[config.mk]
export PLATFORM = sky130hd
export DESIGN_NAME = nb_ctrl_regs
export DESIGN_NICKNAME = d
export VERILOG_FILES = /design/src/rtl/nb_pkg.sv /design/src/rtl/nb_rst_sync.sv /design/src/rtl/nb_decode.sv /design/src/rtl/nb_store.sv /design/src/rtl/nb_irq_en.sv /design/src/rtl/nb_rst_pulse.sv /design/src/rtl/nb_ctrl_regs.sv
export SDC_FILE = /design/constraint.sdc
export NUM_CORES = 2
export LEC_CHECK = 0
export CAP_MARGIN = 15
export CORE_MARGIN = 8
export CORE_UTILIZATION = 45
export DETAILED_ROUTE_END_ITERATION = 16
export HOLD_SLACK_MARGIN = 0.06
export PLACE_DENSITY = 0.73
export SETUP_SLACK_MARGIN = 0.15
export SLEW_MARGIN = 5
export SYNTH_ARGS = -nofsm -noshare
export SYNTH_HDL_FRONTEND = slang
export SYNTH_SLANG_ARGS = --single-unit
export TNS_END_PERCENT = 10
[constraint.sdc]
create_clock -name clk -period 26.5 [get_ports clk]
set_input_delay 2.65 -clock clk [delete_from_list [all_inputs] [get_ports clk]]
set_output_delay 2.65 -clock clk [all_outputs]
set_load 0.1 [all_outputs]
[src/rtl/nb_pkg.sv]
package nb_pkg;

  // Register indices whose behaviour differs from plain storage
  localparam int IDX_GEN     = 1;   // general configuration, holds reset trigger bit
  localparam int IDX_SET     = 12;  // enable set alias
  localparam int IDX_CLR     = 13;  // enable clear alias
  localparam int IDX_EN      = 14;  // read-only interrupt enable
  localparam int IDX_ISR     = 15;  // read-only interrupt status
  localparam int GEN_RST_BIT = 2;

  // Value loaded into a register index at reset
  function automatic logic [31:0] nb_reset_value(input int idx);
    logic [31:0] v;
    case (idx)
      0:       v = 32'h0000_0C40;
      1:       v = 32'h0000_1384;
      2:       v = 32'h2BFF_8010;
      3:       v = 32'h255E_0091;
      4:       v = 32'h0000_6140;
      7:       v = 32'h0000_01FF;
      8:       v = 32'h0000_01FF;
      26:      v = 32'h0000_0008;
      27:      v = 32'h1000_0000;
      default: v = 32'h0000_0000;
    endcase
    return v;
  endfunction

endpackage

[src/rtl/nb_rst_sync.sv]
module nb_rst_sync (
  input  logic clk,
  input  logic rst_n,
  output logic rst_sync_n
);

  logic [1:0] sync_q;
  logic [1:0] sync_d;

  always_comb begin
    sync_d = {sync_q[0], 1'b1};
  end

  always_ff @(posedge clk or negedge rst_n) begin
    if (!rst_n) begin
      sync_q <= 2'b00;
    end else begin
      sync_q <= sync_d;
    end
  end

  assign rst_sync_n = sync_q[1];

endmodule

[src/rtl/nb_decode.sv]
module nb_decode #(
  parameter int ADDR_W   = 8,
  parameter int NUM_REGS = 28
) (
  input  logic              acc_vld,
  input  logic              acc_wr,
  input  logic              acc_word,
  input  logic [ADDR_W-1:0] acc_addr,
  output logic [NUM_REGS-1:0] wr_sel,
  output logic              rd_hit,
  output logic [ADDR_W-3:0] rd_idx
);

  localparam int IDX_W = ADDR_W - 2;

  logic [IDX_W-1:0] idx;
  logic             in_range;
  logic             wr_ok;

  always_comb begin
    idx      = acc_addr[ADDR_W-1:2];
    in_range = (int'(idx) < NUM_REGS);
    wr_ok    = acc_vld && acc_wr && acc_word && in_range;
    rd_hit   = acc_word && in_range;
    rd_idx   = idx;
  end

  for (genvar i = 0; i < NUM_REGS; i++) begin : g_sel
    assign wr_sel[i] = wr_ok && (idx == IDX_W'(i));
  end

endmodule

[src/rtl/nb_store.sv]
module nb_store
  import nb_pkg::*;
#(
  parameter int DATA_W   = 32,
  parameter int NUM_REGS = 28
) (
  input  logic                             clk,
  input  logic                             rst_n,
  input  logic [NUM_REGS-1:0]              wr_sel,
  input  logic [DATA_W-1:0]                wdata,
  output logic [NUM_REGS-1:0][DATA_W-1:0]  store_q
);

  for (genvar i = 0; i < NUM_REGS; i++) begin : g_reg
    if (i == IDX_EN || i == IDX_ISR) begin : g_none
      // Read-only words keep no storage here
      assign store_q[i] = '0;
    end else begin : g_ff
      localparam logic [DATA_W-1:0] RSTV = DATA_W'(nb_reset_value(i));
      logic [DATA_W-1:0] word_d;
      logic [DATA_W-1:0] word_q;
      logic              word_ce;

      always_comb begin
        word_ce = wr_sel[i];
        word_d  = wdata;
      end

      always_ff @(posedge clk or negedge rst_n) begin
        if (!rst_n) begin
          word_q <= RSTV;
        end else if (word_ce) begin
          word_q <= word_d;
        end
      end

      assign store_q[i] = word_q;
    end
  end

endmodule

[src/rtl/nb_irq_en.sv]
module nb_irq_en #(
  parameter int DATA_W = 32
) (
  input  logic              clk,
  input  logic              rst_n,
  input  logic              set_wr,
  input  logic              clr_wr,
  input  logic [DATA_W-1:0] wdata,
  output logic [DATA_W-1:0] en_q
);

  logic [DATA_W-1:0] en_d;
  logic              en_ce;

  always_comb begin
    en_ce = set_wr || clr_wr;
    en_d  = en_q;
    if (set_wr) begin
      en_d = en_q | wdata;
    end else if (clr_wr) begin
      en_d = en_q & ~wdata;
    end
  end

  always_ff @(posedge clk or negedge rst_n) begin
    if (!rst_n) begin
      en_q <= '0;
    end else if (en_ce) begin
      en_q <= en_d;
    end
  end

endmodule

[src/rtl/nb_rst_pulse.sv]
module nb_rst_pulse (
  input  logic clk,
  input  logic rst_n,
  input  logic trig,
  output logic pulse_q
);

  logic pulse_d;

  always_comb begin
    pulse_d = trig;
  end

  always_ff @(posedge clk or negedge rst_n) begin
    if (!rst_n) begin
      pulse_q <= 1'b0;
    end else begin
      pulse_q <= pulse_d;
    end
  end

endmodule

[src/rtl/nb_ctrl_regs.sv]
module nb_ctrl_regs
  import nb_pkg::*;
#(
  parameter int ADDR_W   = 8,
  parameter int DATA_W   = 32,
  parameter int NUM_REGS = 28
) (
  input  logic              clk,
  input  logic              rst_n,
  input  logic              acc_vld,
  input  logic              acc_wr,
  input  logic              acc_word,
  input  logic [ADDR_W-1:0] acc_addr,
  input  logic [DATA_W-1:0] acc_wdata,
  input  logic [DATA_W-1:0] isr_in,
  output logic [DATA_W-1:0] rd_data,
  output logic              rst_req
);

  localparam int IDX_W = ADDR_W - 2;

  logic                            rst_sync_n;
  logic [NUM_REGS-1:0]             wr_sel;
  logic                            rd_hit;
  logic [IDX_W-1:0]                rd_idx;
  logic [NUM_REGS-1:0][DATA_W-1:0] store_q;
  logic [DATA_W-1:0]               irq_en_q;
  logic                            gen_trig;
  logic [DATA_W-1:0]               rd_d;
  logic [DATA_W-1:0]               rd_q;
  logic                            rd_ce;

  nb_rst_sync u_rst_sync (
    .clk        (clk),
    .rst_n      (rst_n),
    .rst_sync_n (rst_sync_n)
  );

  nb_decode #(.ADDR_W(ADDR_W), .NUM_REGS(NUM_REGS)) u_decode (
    .acc_vld  (acc_vld),
    .acc_wr   (acc_wr),
    .acc_word (acc_word),
    .acc_addr (acc_addr),
    .wr_sel   (wr_sel),
    .rd_hit   (rd_hit),
    .rd_idx   (rd_idx)
  );

  nb_store #(.DATA_W(DATA_W), .NUM_REGS(NUM_REGS)) u_store (
    .clk     (clk),
    .rst_n   (rst_sync_n),
    .wr_sel  (wr_sel),
    .wdata   (acc_wdata),
    .store_q (store_q)
  );

  nb_irq_en #(.DATA_W(DATA_W)) u_irq_en (
    .clk    (clk),
    .rst_n  (rst_sync_n),
    .set_wr (wr_sel[IDX_SET]),
    .clr_wr (wr_sel[IDX_CLR]),
    .wdata  (acc_wdata),
    .en_q   (irq_en_q)
  );

  // Rising edge of the trigger bit: old stored value against incoming data
  always_comb begin
    gen_trig = wr_sel[IDX_GEN] && !store_q[IDX_GEN][GEN_RST_BIT]
               && acc_wdata[GEN_RST_BIT];
  end

  nb_rst_pulse u_rst_pulse (
    .clk     (clk),
    .rst_n   (rst_sync_n),
    .trig    (gen_trig),
    .pulse_q (rst_req)
  );

  // Read path
  always_comb begin
    rd_ce = acc_vld && !acc_wr;
    rd_d  = '0;
    if (rd_hit) begin
      for (int i = 0; i < NUM_REGS; i++) begin
        if (rd_idx == IDX_W'(i)) begin
          if (i == IDX_EN) begin
            rd_d = irq_en_q;
          end else if (i == IDX_ISR) begin
            rd_d = isr_in;
          end else begin
            rd_d = store_q[i];
          end
        end
      end
    end
  end

  always_ff @(posedge clk or negedge rst_sync_n) begin
    if (!rst_sync_n) begin
      rd_q <= '0;
    end else if (rd_ce) begin
      rd_q <= rd_d;
    end
  end

  assign rd_data = rd_q;

endmodule

* Word-level counts from Yosys, hierarchy flattened
Cells that the tools add are included.
** Word-level totals
- Output and inout port bits :: 33
- Word-level logic and storage cells :: 131
- Bits in registers :: 899
- Input bits :: 77
** Operators by class
- Equality and inequality tests :: 27
- Reduce and logical (&&, ||, !) cells :: 39
- Order comparisons :: 1
- Bitwise gates (word level) :: 3
- Muxes and demuxes :: 31
** Operators by type and width (number)
- $mux W32 :: 31
- $eq A6 B5 Y1 const B :: 12
- $eq A6 B4 Y1 const B :: 8
- $logic_and A1 B1 Y1 :: 33
- $and A32 B32 Y32 :: 1
- $not A32 Y32 :: 1
- $or A32 B32 Y32 :: 1
- $eq A6 B3 Y1 const B :: 4
- $eq A6 B2 Y1 const B :: 2
- $eq A6 B1 Y1 const B :: 1
- $logic_not A6 Y1 :: 1
- $lt A6 B5 Y1 const B :: 1
- $logic_not A1 Y1 :: 2
- $reduce_and A2 Y1 :: 1
- $reduce_bool A2 Y1 :: 1
- $logic_or A1 B1 Y1 :: 1

* Longest topological paths before layout
- Depth in word-level cells :: 30
- Gate-level depth with buffers :: 12

* Modules after synthesis
A second synthesis with hierarchy kept.
** Second synthesis, totals
- Cell total of the unflattened synthesis :: 3156
- Area, all modules :: 42353.1 um2
** By module, submodules not included
- nb_store :: times used 1, cells each 1897, area an instance 32929.1 um2, seq. area each 20891.3 um2
- nb_ctrl_regs :: times used 1, cells each 1093, area an instance 7667.4 um2, seq. area each 800.8 um2
- nb_irq_en :: times used 1, cells each 102, area an instance 1249.9 um2, seq. area each 800.8 um2
- nb_decode :: times used 1, cells each 60, area an instance 427.9 um2, seq. area each 0.0 um2
- nb_rst_sync :: times used 1, cells each 3, area an instance 53.8 um2, seq. area each 50.0 um2
- nb_rst_pulse :: times used 1, cells each 1, area an instance 25.0 um2, seq. area each 25.0 um2

* Worst setup path after synthesis
No wires, ideal clock.
- Path type :: input to register
- Start point :: input port acc_addr[2]
- End point :: register rd_q[27] (netlist: rd_data[27])
- Setup time :: 0.142 ns
- Path slack :: 21.947 ns
- Cell stages on the path :: 8
- Data required time :: 26.358 ns
- Buffers on the path :: 3
- Data arrival time :: 4.412 ns
- Cell sequence :: buf_2 buf_6 buf_4 mux4_2 a221oi_1 a21oi_1 o311ai_0 o211ai_1
** On the way
- Cells in the longest elaborated chain, start to end :: 30
- Elaborated cells on any way between the ends :: 59
- Those cells by class :: 1 x order compare; 27 x eq/ne; 29 x mux; 2 x reduce/logical
** Ends and longest elaborated chain
- start: declaration :: line nb_ctrl_regs.sv:13 : input logic [ADDR_W-1:0] acc_addr,
- $logic_not A6 Y1 :: line nb_ctrl_regs.sv:85 : if (rd_idx == IDX_W'(i)) begin
- $mux W32 (28 in series) :: line nb_ctrl_regs.sv:85
- $mux W32 (*) :: line nb_ctrl_regs.sv:83 : if (rd_hit) begin
- end signal: assignment :: line nb_ctrl_regs.sv:102 : rd_q <= rd_d;
- end: declaration :: line nb_ctrl_regs.sv:30 : logic [DATA_W-1:0] rd_q;
Every way passes the cells marked *; elsewhere a longest branch is shown, timed or not.
A chain may end at the register's enable or synchronous reset.

* Worst setup path in the final report
- Start point :: input port acc_addr[3]
- End point :: register u_store.g_reg[23].g_ff.word_q[11]
** On the way
- Cells in the longest elaborated chain, start to end :: 3
- Elaborated cells on any way between the ends :: 4
- Those cells by class :: 1 x order compare; 1 x eq/ne; 2 x reduce/logical
** Ends and longest elaborated chain
- $lt A6 B5 Y1 :: line nb_decode.sv:22 : in_range = (int'(idx) < NUM_REGS);
- $logic_and A1 B1 Y1 :: line nb_decode.sv:23 : wr_ok = acc_vld && acc_wr && acc_word && in_range;
- $logic_and A1 B1 Y1 (*) :: line nb_decode.sv:29 : assign wr_sel[i] = wr_ok && (idx == IDX_W'(i));
- end signal: assignment :: line nb_store.sv:33 : word_q <= word_d;
- end: declaration :: line nb_store.sv:21 : logic [DATA_W-1:0] word_q;
Marks and branches as above.

==> impl_metrics.py <==
metrics = {
    "status": {
        "run_status": "finished clean",
    },
    "finish": {
        "final_util": 0.512,
        "instances_no_fill": 4467,
        "layout_commonest_cell": "dfrtp_1",
        "synthToLayoutAreaGrowth_pct": 13.1,
        "numnets_final": 3277,
        "multi_input_area_um2": 17500,
        "most-common-layout-cells": "dfrtp_1 (841), mux2_2 (798), nand2_1 (220)",
        "final_layout_size_suffix_gt1_frac": 0.373,
        "fill_cells": 7610,
        "ff_latch_area_um2": 22600,
    },
    "min_path": {
        "holdCritPathClass": "flip-flop to async pin",
    },
    "setup_path": {
        "cp.buffers_inverters": 5,
        "critPathArrivalTime_ps": 7570,
        "kind_of_end_point_of_the_critical_path": "flip-flop",
        "critical_path_peak_fanout": 69,
        "path_delay_family": "buffers and inverters",
        "worstReg2RegStart": "u_rst_sync.sync_q[1]$_DFF_PN0_",
        "critPathMaxStageDelay_ps": 890,
        "critical_path.reg2reg.endpoint": "u_store.g_reg[23].g_ff.word_q[29]$_DFFE_PN0P_",
        "cp.required_ps": 27030,
        "worst_setup_path_class": "input port to flip-flop",
        "critical_path.startpoint_type": "input port",
        "r2r.worst_path.cells": 3,
        "worstPathCellList": "buf_6, buf_4, buf_4, and2_1, buf_4, nand2_1, nor2_4, buf_4, mux2_2",
        "cp_common_cell": "buf_4",
        "slowest_stage": "nor2_4",
        "timing.reg2reg.setup_slack_ps": 22930,
    },
    "pwr": {
        "static-leakage-power_uw": 0.0218,
        "vdd_drop_max_mv": 0.0456,
        "powerDensity_nw_per_um2": 64.1,
    },
    "sta": {
        "timing.max_slew.rel_slack": 0.157,
        "hold_violations": 0,
        "hold_slack_ps": 309,
        "setup_viol": 0,
        "fin_crit_ps": 7040,
        "post_route_clock_period_utilization": 0.266,
        "grt_setup_unrepaired": "no",
        "final-max-slew-violation-count": 0,
        "tightest_slew_ps": 1260,
        "total_negative_setup_slack_ps": 0,
        "worst_clock_skew_ps": 17.1,
        "timing.fmax_mhz": 142,
        "fin_ws_ps": 19460,
    },
    "yosys": {
        "yosysWarnings": 0,
        "synth_async_sr_flop_share": 1.00,
        "synth_enable_flop_cells": 0,
        "mappedNetlistNets": 3262,
        "post_synth_instance_area_um2": 41300,
        "top_reg_cell_synth": "dfrtp_1",
        "synth.lib_cells_used.distinct": 77,
        "synthesized_flop_and_latch_total": 899,
        "synth-seq-area-share": 0.547,
        "gate_count_of_the_mapped_netlist": 3185,
        "average_size_of_a_mapped_cell_um2": 13.0,
    },
    "global_route": {
        "grt_usage": 0.264,
        "grt_pass1_wl_um": 202000,
        "grt_remaining_overflow": 0,
        "first_global_vias": 29502,
        "antenna_found_initial": 3,
        "grt_start_max_net_pins": 184,
    },
    "drt": {
        "drt_pass1_iterations": 8,
        "avgViaCountPerCell": 6.54,
        "detail-route-antenna-nets": 0,
        "detail_route.drc_violations": 0,
        "num_vias": 29227,
        "route.final.wire_length_um": 138000,
        "detail_route.iter0.violations": 3994,
        "route.detailed.wl_per_inst_um": 30.9,
    },
    "clocking": {
        "cts_repair_resize_count": 0,
        "total_clock_sinks": 899,
        "cts.htree.levels": 3,
        "clock_tree_from_tritoncts": "yes",
        "clockBufferDepth": 3,
        "cts_setup_buffers": 0,
        "total_cts_buffers": 95,
        "ctsHoldBuffers": 0,
        "clk_latency_ps": 660,
        "clk_root_buffer_cell": "clkbuf_16",
        "clkSlewWorstSetupHoldPaths_ps": 60,
    },
    "floorplanning": {
        "fp.dieH_um": 319,
        "num_io_pins": 110,
        "fp.dieArea_um2": 102000,
        "placementRows": 111,
        "initial_core_util": 0.452,
        "die-width_um": 319,
        "floorplan.core_area_um2": 91200,
    },
    "run": {
        "timing.max_cap.violations": 0,
    },
    "placed_design": {
        "numPortBuffers": 107,
        "detailedPlacementHpwl_um": 79000,
        "dp_slack_ps": 19060,
        "finalWeightedCongestion": 0.866,
        "placed_cells": 4288,
    },
}
worst max-delay path by stage:
| stage | startpoint | end | slack, ps | depth (start not counted) |
|---|---|---|---|---|
| finish | acc_addr[3] | u_store.g_reg[23].g_ff.word_q[11]$_DFFE_PN0P_ | 19460 | 9 |
| global route | acc_addr[3] | u_store.g_reg[23].g_ff.word_q[15]$_DFFE_PN0P_ | 19600 | 9 |
| CTS | acc_addr[3] | u_store.g_reg[23].g_ff.word_q[15]$_DFFE_PN0P_ | 19770 | 9 |
| detailed placement | acc_addr[3] | u_store.g_reg[23].g_ff.word_q[15]$_DFFE_PN0P_ | 19060 | 9 |
| global placement | acc_addr[3] | u_store.g_reg[23].g_ff.word_q[16]$_DFFE_PN0P_ | 19050 | 9 |
| floorplan | u_rst_sync.sync_q[1]$_DFF_PN0_ | async pin | 11960 | 0 |
worst reg2reg max path: stages, from the launching register on:
cell and delay [ps]:
dfrtp_4 760, buf_4 800, buf_4 930, buf_4 950
cells in the mapped netlist, drive strengths merged (7+ instances only):
master / n / share of area
a211oi: 10 / 0.0018
a21oi: 103 / 0.012
a221o: 13 / 0.0032
a221oi: 52 / 0.011
a222oi: 19 / 0.0046
a22o: 46 / 0.0098
a22oi: 67 / 0.012
a31oi: 24 / 0.0040
a32oi: 11 / 0.0023
and3: 7 / 0.0011
buf: 174 / 0.024
clkbuf: 116 / 0.011
dfrtp: 842 / 0.51
dfstp: 57 / 0.036
mux2: 826 / 0.23
mux2i: 47 / 0.011
mux4: 52 / 0.028
nand2: 223 / 0.020
nand2b: 12 / 0.0018
nand3: 24 / 0.0029
nand4: 9 / 0.0014
nor2: 128 / 0.013
nor2b: 7 / 0.0011
nor3: 20 / 0.0040
o211ai: 15 / 0.0027
o21ai: 133 / 0.016
o221ai: 17 / 0.0036
o22ai: 45 / 0.0068
routing by layer:
metal  global-route usage  share of wire  wire (um)  vias to the layer above
li1                     -              -          -                    11798
met1                0.343           0.39      53200                    15181
met2                0.402           0.45      61400                     1776
met3               0.0754           0.11      15300                      470
met4                0.133          0.058       7950                        2
met5                    0        0.00012         17                        -
power breakdown:
part / total [uW] / switching [uW] / internal [uW]
sequential: 1430 / 19.4 / 1410
clock: 1380 / 564 / 818
combinational: 183 / 122 / 60.7
total: 2990 / 705 / 2290
cells by family (layout without fill, tap and decap cells):
logic type / Yosys count / count (layout) / share of synthesized area
other: 1 / 2 / 0.0000908
muxes: 925 / 925 / 0.265
and+or+nand+nor: 461 / 461 / 0.0521
AOI/OAI and AO/OA: 602 / 602 / 0.101
buffers and inverters: 296 / 391 / 0.0352
DFF: 899 / 899 / 0.547
xor gates and xnor gates: 1 / 1 / 0.000212
sequential cells by signal (all words and copies together), names as in the netlist, named ones only:
| register | flops |
|---|---|
| rd_data | 32 |
| u_store.g.g_ff.word_q | 832 |
| u_rst_pulse.pulse_q | 1 |
| u_rst_sync.sync_q | 2 |
final cells by class:
| class | count | area share |
|---|---|---|
| Timing Repair Buffer | 208 | 0.0397 |
| Sequential cell | 899 | 0.484 |
| Inverter | 6 | 0.000483 |
| Antenna cell | 1 | 0.0000536 |
| Multi-Input combinational cell | 1990 | 0.375 |
| Tap cell | 1186 | 0.0318 |
| Clock buffer | 144 | 0.0608 |
| Clock inverter | 33 | 0.00869 |
stage by stage:
stage,power [uW],area (um2)
final,2990,46700
after global routing,3070,46700
after CTS,3000,46700
after detailed placement,1630,43400
after global placement,1630,43400
after floorplan,1560,41300
Power figures use the tool's default switching activity.
